==> src/rtl/sched_csr_pkg.sv <==
package sched_csr_pkg;

    localparam int NQ        = 16;
    localparam int NCH       = 8;
    localparam int PTR_W     = 8;
    localparam int ADDR_W    = 8;
    localparam int DATA_W    = 32;
    localparam int STAT_W    = 10;
    localparam int QIDX_W    = $clog2(NQ);
    localparam int EMASK_LSB = NQ;
    localparam int SEN_LSB   = STAT_W;

    typedef enum logic [3:0] {
        RG_NONE,
        RG_EMPTY,
        RG_CHAN,
        RG_CHAIN,
        RG_IMASK,
        RG_IPEND,
        RG_WPTR,
        RG_RPTR,
        RG_STAT
    } region_e;

    typedef struct packed {
        region_e           rg;
        logic [QIDX_W-1:0] q;
    } dec_t;

    typedef struct packed {
        logic       spare9;
        logic       sack_mode;
        logic [1:0] spare7_6;
        logic       win_left;
        logic [3:0] fifo_num;
        logic       active;
    } qstat_t;

    typedef struct packed {
        logic [PTR_W-1:0] wptr;
        logic [PTR_W-1:0] rptr;
        qstat_t           stat;
        logic             pend;
    } qview_t;

    function automatic dec_t decode_addr(input logic [ADDR_W-1:0] a);
        dec_t d;
        d.q  = a[QIDX_W+1:2];
        d.rg = RG_NONE;
        if (a[1:0] == 2'b00) begin
            case (a[ADDR_W-1:ADDR_W-2])
                2'b00: begin
                    case (a[5:2])
                        4'd0:    d.rg = RG_EMPTY;
                        4'd1:    d.rg = RG_CHAN;
                        4'd2:    d.rg = RG_CHAIN;
                        4'd3:    d.rg = RG_IMASK;
                        4'd4:    d.rg = RG_IPEND;
                        default: d.rg = RG_NONE;
                    endcase
                end
                2'b01:   d.rg = RG_WPTR;
                2'b10:   d.rg = RG_RPTR;
                default: d.rg = RG_STAT;
            endcase
        end
        return d;
    endfunction

    function automatic logic [STAT_W-1:0] merge_masked(
        input logic [STAT_W-1:0] old_v,
        input logic [STAT_W-1:0] new_v,
        input logic [STAT_W-1:0] en
    );
        return (old_v & ~en) | (new_v & en);
    endfunction

endpackage

==> src/rtl/sched_csr_decode.sv <==
module sched_csr_decode
    import sched_csr_pkg::*;
(
    input  logic [ADDR_W-1:0] addr,
    input  logic              wen,
    output dec_t              dec,
    output logic              we_empty,
    output logic              we_chan,
    output logic              we_chain,
    output logic              we_imask,
    output logic              we_ipend,
    output logic [NQ-1:0]     we_wptr,
    output logic [NQ-1:0]     we_rptr,
    output logic [NQ-1:0]     we_stat
);

    always_comb begin
        dec      = decode_addr(addr);
        we_empty = wen && (dec.rg == RG_EMPTY);
        we_chan  = wen && (dec.rg == RG_CHAN);
        we_chain = wen && (dec.rg == RG_CHAIN);
        we_imask = wen && (dec.rg == RG_IMASK);
        we_ipend = wen && (dec.rg == RG_IPEND);
        we_wptr  = '0;
        we_rptr  = '0;
        we_stat  = '0;
        if (wen) begin
            case (dec.rg)
                RG_WPTR: we_wptr[dec.q] = 1'b1;
                RG_RPTR: we_rptr[dec.q] = 1'b1;
                RG_STAT: we_stat[dec.q] = 1'b1;
                default: ;
            endcase
        end
    end

endmodule

==> src/rtl/sched_csr_qslot.sv <==
module sched_csr_qslot
    import sched_csr_pkg::*;
(
    input  logic                clk,
    input  logic                rst,
    input  logic                we_wptr,
    input  logic                we_rptr,
    input  logic                we_stat,
    input  logic [PTR_W-1:0]    wd_ptr,
    input  logic [2*STAT_W-1:0] wd_stat,
    input  logic                inc,
    input  logic                imask,
    input  logic                clr_pend,
    output qview_t              view
);

    logic [PTR_W-1:0] wptr_q;
    logic [PTR_W-1:0] rptr_q;
    qstat_t           stat_q;
    logic             pend_q;
    logic             inc_apply;

    assign inc_apply = inc && !we_rptr;

    always_ff @(posedge clk) begin
        if (rst) begin
            wptr_q <= '0;
            rptr_q <= '0;
            stat_q <= '0;
            pend_q <= 1'b0;
        end else begin
            if (we_wptr) wptr_q <= wd_ptr;
            if (we_rptr)        rptr_q <= wd_ptr;
            else if (inc_apply) rptr_q <= rptr_q + PTR_W'(1);
            if (we_stat)
                stat_q <= qstat_t'(merge_masked(stat_q,
                                                wd_stat[STAT_W-1:0],
                                                wd_stat[2*STAT_W-1:SEN_LSB]));
            if (inc_apply && imask) pend_q <= 1'b1;
            else if (clr_pend)      pend_q <= 1'b0;
        end
    end

    always_comb begin
        view.wptr = wptr_q;
        view.rptr = rptr_q;
        view.stat = stat_q;
        view.pend = pend_q;
    end

    // an applied increment advances the pointer by one, wrapping
    p_rptr_step_r6: assert property (@(posedge clk) disable iff (rst)
        (inc && !we_rptr) |=> view.rptr == $past(view.rptr) + PTR_W'(1));

    // software value wins over a simultaneous increment
    p_sw_wins_r7: assert property (@(posedge clk) disable iff (rst)
        we_rptr |=> view.rptr == $past(wd_ptr));

    // a status write with no enable bits leaves the word alone
    p_stat_masked_r8: assert property (@(posedge clk) disable iff (rst)
        (we_stat && wd_stat[2*STAT_W-1:SEN_LSB] == '0) |=> $stable(view.stat));

    // an enabled, applied increment sets the pending bit
    p_pend_set_r9: assert property (@(posedge clk) disable iff (rst)
        (inc && !we_rptr && imask) |=> view.pend);

    // pending is sticky until cleared
    p_pend_sticky_r10: assert property (@(posedge clk) disable iff (rst)
        (view.pend && !clr_pend) |=> view.pend);

endmodule

==> src/rtl/sched_csr_rdmux.sv <==
module sched_csr_rdmux
    import sched_csr_pkg::*;
(
    input  dec_t                 dec,
    input  logic [NQ-1:0]        empty_flags,
    input  logic [NCH-1:0]       chan_en,
    input  logic [NQ-1:0]        chain_sel,
    input  logic [NQ-1:0]        irq_en,
    input  logic [NQ-1:0]        pend_vec,
    input  qview_t [NQ-1:0]      qv,
    output logic [DATA_W-1:0]    rdata
);

    always_comb begin
        rdata = '0;
        case (dec.rg)
            RG_EMPTY: rdata[NQ-1:0]     = empty_flags;
            RG_CHAN:  rdata[NCH-1:0]    = chan_en;
            RG_CHAIN: rdata[NQ-1:0]     = chain_sel;
            RG_IMASK: rdata[NQ-1:0]     = irq_en;
            RG_IPEND: rdata[NQ-1:0]     = pend_vec;
            RG_WPTR:  rdata[PTR_W-1:0]  = qv[dec.q].wptr;
            RG_RPTR:  rdata[PTR_W-1:0]  = qv[dec.q].rptr;
            RG_STAT:  rdata[STAT_W-1:0] = qv[dec.q].stat;
            default:  rdata = '0;
        endcase
    end

endmodule

==> src/rtl/sched_csr.sv <==
module sched_csr
    import sched_csr_pkg::*;
(
    input  logic              clk,
    input  logic              rst,
    input  logic              reg_wen,
    input  logic [ADDR_W-1:0] reg_addr,
    input  logic [DATA_W-1:0] reg_wdata,
    output logic [DATA_W-1:0] reg_rdata,
    input  logic [NQ-1:0]     sched_rp_inc,
    output logic              irq
);

    dec_t            dec;
    logic            we_empty, we_chan, we_chain, we_imask, we_ipend;
    logic [NQ-1:0]   we_wptr, we_rptr, we_stat;
    logic [NQ-1:0]   empty_flags;
    logic [NCH-1:0]  chan_en;
    logic [NQ-1:0]   chain_sel;
    logic [NQ-1:0]   irq_en;
    logic [NQ-1:0]   clr_pend;
    logic [NQ-1:0]   pend_vec;
    qview_t [NQ-1:0] qv;

    sched_csr_decode u_decode (
        .addr     (reg_addr),
        .wen      (reg_wen),
        .dec      (dec),
        .we_empty (we_empty),
        .we_chan  (we_chan),
        .we_chain (we_chain),
        .we_imask (we_imask),
        .we_ipend (we_ipend),
        .we_wptr  (we_wptr),
        .we_rptr  (we_rptr),
        .we_stat  (we_stat)
    );

    always_ff @(posedge clk) begin
        if (rst) begin
            empty_flags <= '0;
            chan_en     <= '0;
            chain_sel   <= '0;
            irq_en      <= '0;
        end else begin
            if (we_empty)
                empty_flags <= (empty_flags & ~reg_wdata[EMASK_LSB+NQ-1:EMASK_LSB])
                             | (reg_wdata[NQ-1:0] & reg_wdata[EMASK_LSB+NQ-1:EMASK_LSB]);
            if (we_chan)  chan_en   <= reg_wdata[NCH-1:0];
            if (we_chain) chain_sel <= reg_wdata[NQ-1:0];
            if (we_imask) irq_en    <= reg_wdata[NQ-1:0];
        end
    end

    assign clr_pend = we_ipend ? reg_wdata[NQ-1:0] : '0;

    for (genvar q = 0; q < NQ; q++) begin : g_slot
        sched_csr_qslot u_slot (
            .clk      (clk),
            .rst      (rst),
            .we_wptr  (we_wptr[q]),
            .we_rptr  (we_rptr[q]),
            .we_stat  (we_stat[q]),
            .wd_ptr   (reg_wdata[PTR_W-1:0]),
            .wd_stat  (reg_wdata[2*STAT_W-1:0]),
            .inc      (sched_rp_inc[q]),
            .imask    (irq_en[q]),
            .clr_pend (clr_pend[q]),
            .view     (qv[q])
        );
        assign pend_vec[q] = qv[q].pend;
    end

    sched_csr_rdmux u_rdmux (
        .dec         (dec),
        .empty_flags (empty_flags),
        .chan_en     (chan_en),
        .chain_sel   (chain_sel),
        .irq_en      (irq_en),
        .pend_vec    (pend_vec),
        .qv          (qv),
        .rdata       (reg_rdata)
    );

    assign irq = |pend_vec;

    // one write reaches at most one target
    p_one_target_r12: assert property (@(posedge clk) disable iff (rst)
        $onehot0({we_empty, we_chan, we_chain, we_imask, we_ipend,
                  we_wptr, we_rptr, we_stat}));

    // an all-zero mask leaves the empty flags untouched
    p_empty_mask_r2: assert property (@(posedge clk) disable iff (rst)
        (we_empty && reg_wdata[EMASK_LSB+NQ-1:EMASK_LSB] == '0) |=> $stable(empty_flags));

    // reserved upper half reads zero
    p_resv_zero_r4: assert property (@(posedge clk) disable iff (rst)
        (dec.rg == RG_CHAIN || dec.rg == RG_IMASK) |-> reg_rdata[DATA_W-1:NQ] == '0);

    // registers start from zero after reset
    p_reset_clear_r1: assert property (@(posedge clk)
        $past(rst) |-> (!irq && empty_flags == '0 && irq_en == '0));

endmodule

==> config.mk <==
export PLATFORM = sky130hd
export DESIGN_NAME = sched_csr
export DESIGN_NICKNAME = d
export VERILOG_FILES = /design/src/rtl/sched_csr_pkg.sv /design/src/rtl/sched_csr_decode.sv /design/src/rtl/sched_csr_qslot.sv /design/src/rtl/sched_csr_rdmux.sv /design/src/rtl/sched_csr.sv
export SDC_FILE = /design/constraint.sdc
export NUM_CORES = 1
export LEC_CHECK = 0
export BUFFER_PORTS_ARGS = -buffer_cell sky130_fd_sc_hd__buf_2
export CAP_MARGIN = 25
export CORE_ASPECT_RATIO = 0.9
export CORE_MARGIN = 2
export CORE_UTILIZATION = 36
export CTS_CLUSTER_DIAMETER = 120
export DETAILED_ROUTE_END_ITERATION = 8
export GPL_ROUTABILITY_DRIVEN = 0
export GPL_TIMING_DRIVEN = 0
export HOLD_SLACK_MARGIN = 0.06
export PLACE_DENSITY = 0.57
export SYNTH_ARGS = -nofsm -noshare
export SYNTH_HDL_FRONTEND = slang
export SYNTH_HIERARCHICAL = 1
export SYNTH_SLANG_ARGS = --single-unit
==> constraint.sdc <==
create_clock -name clk -period 8 [get_ports clk]
set_input_delay 0.8 -clock clk [delete_from_list [all_inputs] [get_ports clk]]
set_output_delay 0.8 -clock clk [all_outputs]
set_load 0.05 [all_outputs]
### Word level (Yosys, flattened, before mapping)

Cells that the tools add are included.

| storage, ports and cells | value |
|---|---|
| register bits after elaboration | 488 |
| bits in latches | 0 |
| memory bits (writable) | 0 |
| bits in read-only memories | 0 |
| bits of input ports | 59 |
| logic and storage cells | 389 |
| memories | 0 |

| operators by class | value |
|---|---|
| add/subtract/negate cells | 16 |
| multiply operators | 0 |
| div/mod/pow operators | 0 |
| magnitude comparators | 2 |
| eq/ne operators | 14 |
| shift operators | 0 |
| multiplexer cells | 81 |
| bitwise operators | 38 |
| reductions and logical operators | 90 |

Operators by type and width:

| operator | number |
|---|---|
| 8-bit two-way mux | 32 |
| 10-bit AND | 17 |
| 10-bit bitwise OR | 16 |
| 8-bit by 1-bit adder with 8-bit output, second input constant | 16 |
| 16-bit two-way mux | 7 |
| 27-bit binary-select mux with 4-bit select | 1 |
| 8-bit one-hot mux with 8 select lines | 1 |
| 2-bit nonzero test | 32 |
| 1-bit logical AND | 38 |
| 1-bit two-way mux | 33 |
| 16-bit AND | 2 |
| 27-bit two-way mux | 1 |
| 6-bit one-hot mux with 4 select lines | 1 |
| 4-bit by 3-bit == test with 1-bit output, second input constant | 5 |
| 4-bit by 2-bit == test with 1-bit output, second input constant | 4 |
| 1-bit logical NOT | 16 |
| 16-bit NOT | 1 |
| 16-bit bitwise OR | 1 |
| 16-bit OR reduction | 1 |
| 3-bit one-hot mux with 5 select lines | 1 |
| 4-bit one-hot mux with 3 select lines | 1 |
| 10-bit NOT | 1 |
| 2-bit one-hot mux with 5 select lines | 1 |
| 4-bit by 1-bit == test with 1-bit output, second input constant | 2 |
| 9 further kinds | 10 |

### Longest topological paths before layout

| depth | value |
|---|---|
| depth after elaboration | 11 |
| mapped depth | 13 |

### By module

The synthesis kept the hierarchy.

Modules (own cells, without submodules):

| module | times used | cells each | area an instance (um2) | sequential area each (um2) |
|---|---|---|---|---|
| sched_csr_qslot | 16 | 135 | 1,192.4 | 540.5 |
| sched_csr_rdmux | 1 | 335 | 4,018.9 | 0.0 |
| sched_csr | 1 | 220 | 2,293.4 | 1,121.1 |
| sched_csr_decode | 1 | 123 | 760.7 | 0.0 |

### Least setup slack after synthesis

Ideal clock, no wire load.

| path | value |
|---|---|
| path type | input to output |
| start point | input reg_addr[6] |
| end point | output reg_rdata[8] |
| arrival | 3.562 ns |
| setup slack | 3.638 ns |
| stages | 10 |
| path buffers | 2 |
| cells stage by stage | ha_1 -> nor3_1 -> a21boi_0 -> buf_2 -> or3b_2 -> clkbuf_1 -> nor2_1 -> a222oi_1 -> a21boi_0 -> o211ai_1 |

RTL lines:

| element | line | source |
|---|---|---|
| from (decl) | sched_csr.sv:7 | `input logic [ADDR_W-1:0] reg_addr,` |
| to (decl) | sched_csr.sv:9 | `output logic [DATA_W-1:0] reg_rdata,` |

==> run_results.csv <==
group,metric,value,unit
floorplanning,die_width,288,µm
hold_path,worst_hold_path_type,"register to register",
floorplanning,fp.dieH,260,µm
cts,cts_root_buffer,"clkbuf_16",
synth,synth-edff-count,0,
synth,ys_ff_latch,488,
final_layout,nets,3065,
synth,yosysSeqAreaShare,37.4,%
flow_run,max_cap_viol_count,0,
sta,clock.fmax,169,MHz
synth,syn_inst,2838,
cts,clkLatencyLatePin,0.60,ns
placement,post-place-ws,2.30,ns
floorplanning,start_util,36.5,%
pwr,power.density,187,nW/µm²
cts,cts.sinks,488,
sta,fin_worst_skew,0.00802,ns
final_layout,most-common-layout-cells,"488 x dfxtp_1, 379 x nand2_1, 295 x nor2_1, 246 x mux2i_1, 213 x nand3_1",
synth,async_flop_share,0,%
critical_path,end_kind,"output port",
cts,postCtsSetupRepairBufs,0,
global_routing,grt_usage,26.4,%
critical_path,crit_arrival,5.13,ns
synth,synth_top_cell_by_area,"dfxtp_1",
sta,slew_violations,0,
synth,ys.flop_type,"dfxtp_1",
global_routing,antenna_found_initial,7,
critical_path,path_max_fanout,10,
final_layout,area_growth,13.4,%
detailed_routing,routed_wl,101,mm
global_routing,grt_pass1_wl,147,mm
cts,cts_tree,"built",
global_routing,grt_pass1_vias,20900,
synth,synth_cell_types,72,
critical_path,startpoint,"reg_addr[6]",
critical_path,cp_slowest_stage_delay,0.78,ns
synth,yosys_warnings,6,
sta,slew_headroom,26.0,%
sta,worst_pin_slew,1.11,ns
critical_path,critPathSlowestCell,"nor2_1",
synth,syn_area_per_cell,9.21,µm²
detailed_routing,via_per_inst,5.83,
placement,hpwl,69.1,mm
detailed_routing,first_pass_iters,6,
global_routing,grt_max_degree,54,
placement,port_buffers,74,
sta,setup_tns,0,ns
detailed_routing,ant_nets,0,
synth,synth.area.top_cells,"dfxtp_1 37%, mux2i_1 9.4%, mux4_2 8.8%",
placement,placed_area,27900,µm²
pwr,vdd.ir_drop.worst,0.000150,V
detailed_routing,drc_errors,0,
critical_path,crit_path_frequent_cell,"buf_2",
critical_path,r2r_start,"g_slot[11].u_slot/rptr_q[0]",
critical_path,startpoint_type,"primary input",
floorplanning,core.rowCount,93,
status,status,"finished clean",
cts,clk_pin_slew,0.06,ns
pwr,p_leak,9.78,nW
sta,hold_viol,0,
critical_path,required,7.20,ns
final_layout,layout_commonest_cell,"dfxtp_1",
pwr,power,0.00554,W
cts,cts_resized,0,
floorplanning,core_area,71700,µm²
cts,cts-buffers-inserted,52,
synth,syn_area,26200,µm²
floorplanning,die_area,74800,µm²
detailed_routing,vias,23200,
detailed_routing,drtIter0Drc,2654,
global_routing,grt_overflow_total,0,
final_layout,layout-drive-gt1-share,15.8,%
critical_path,crit_type,"primary input to output port",
sta,rsz0062_at_grt,"no",
cts,cts_hold_buffers,0,
floorplanning,pin_count,92,
sta,setup-violations-final,0,
final_layout,design_area,29700,µm²
sta,fin_crit_sh,74.1,%
synth,yosys.area.top_type_share,37.4,%
cts,clock_path_buffers,3,
sta,min_period,5.93,ns
detailed_routing,avgRoutedWirePerCell,25.4,µm
cts,htreeDepth,2,
critical_path,crit_path_cell_trace,"buf_2 -> ha_1 -> nor3_1 -> a21boi_0 -> buf_2 -> or3b_2 -> clkbuf_1 -> nor2_1 -> a22oi_1 -> o211ai_1 -> or4_1 -> buf_2",
sta,setup_ws,2.07,ns
[per-layer routing]
metal  routed length, µm  share of wire [%]  track usage, %
met2               42000                 42            38.2
met3               10500                 10            6.32
met5                  46              0.046               0
met4                3060                3.0            8.02
met1               45300                 45            38.6
[layout make-up]
type	count	area (µm²)
fill	7166	42000
multi-input combinational	2077	14600
sequential	488	9770
buffer	233	1590
clock buffer	78	1550
tap	950	1190
timing repair buffer	81	518
inverter	55	206
clock inverter	15	200
antenna	1	2.50
[stage by stage]
step / std cells / util [%] / hold slack (ns)
6_report: 3978 / 41.4 / 0.453
3_5_place_dp: 3883 / 38.9 / 0.443
4_1_cts: 3976 / 41.4 / 0.452
5_1_grt: 3978 / 41.4 / 0.467
2_1_floorplan: 2853 / - / 0.431
3_3_place_gp: 3877 / 38.7 / 0.441
[worst paths after layout]
| kind | endpoint | slack (ns) | depth (start not counted) |
|---|---|---|---|
| min reg2reg | register | 0.45 | 2 |
| min | register | 0.45 | 2 |
| max | reg_rdata[1] | 2.07 | 12 |
| max reg2reg | g_slot[11].u_slot/rptr_q[6] | 6.63 | 4 |
[synthesized netlist by cell type (all sizes together), types with 38 or more instances]
| cell | number |
|---|---|
| mux2i | 246 |
| mux4 | 104 |
| buf | 148 |
| xor2 | 64 |
| nand3 | 229 |
| nand2 | 380 |
| clkbuf | 85 |
| inv | 38 |
| dfxtp | 488 |
| a211oi | 48 |
| nor2 | 295 |
| a21oi | 195 |
[kinds of logic after synthesis]
group | after synthesis | share of synthesized area (%)
compound gates | 420 | 11.1
xor+xnor | 65 | 2.18
fa+ha+maj | 18 | 0.861
buf+inv | 288 | 6.85
flops | 488 | 37.4
mux | 368 | 19.2
other cells | 1 | 0.0143
simple gates | 1190 | 22.5
[critical path, delay by kind of cell]
family | cells | cell delay, ns
AO/OA/AOI/OAI | 3 | 0.78
adder cells (fa/ha/maj) | 1 | 0.25
buffers and inverters | 4 | 0.94
AND/OR/NAND/NOR | 4 | 2.36
[power breakdown]
group          leakage (nW)  internal [W]  switching, W
registers              3.94       0.00245     0.0000379
logic                  4.98      0.000145      0.000351
clock network         0.871       0.00149       0.00106
total                  9.78       0.00409       0.00145
Note: power is estimated with default switching activity, not from simulation.
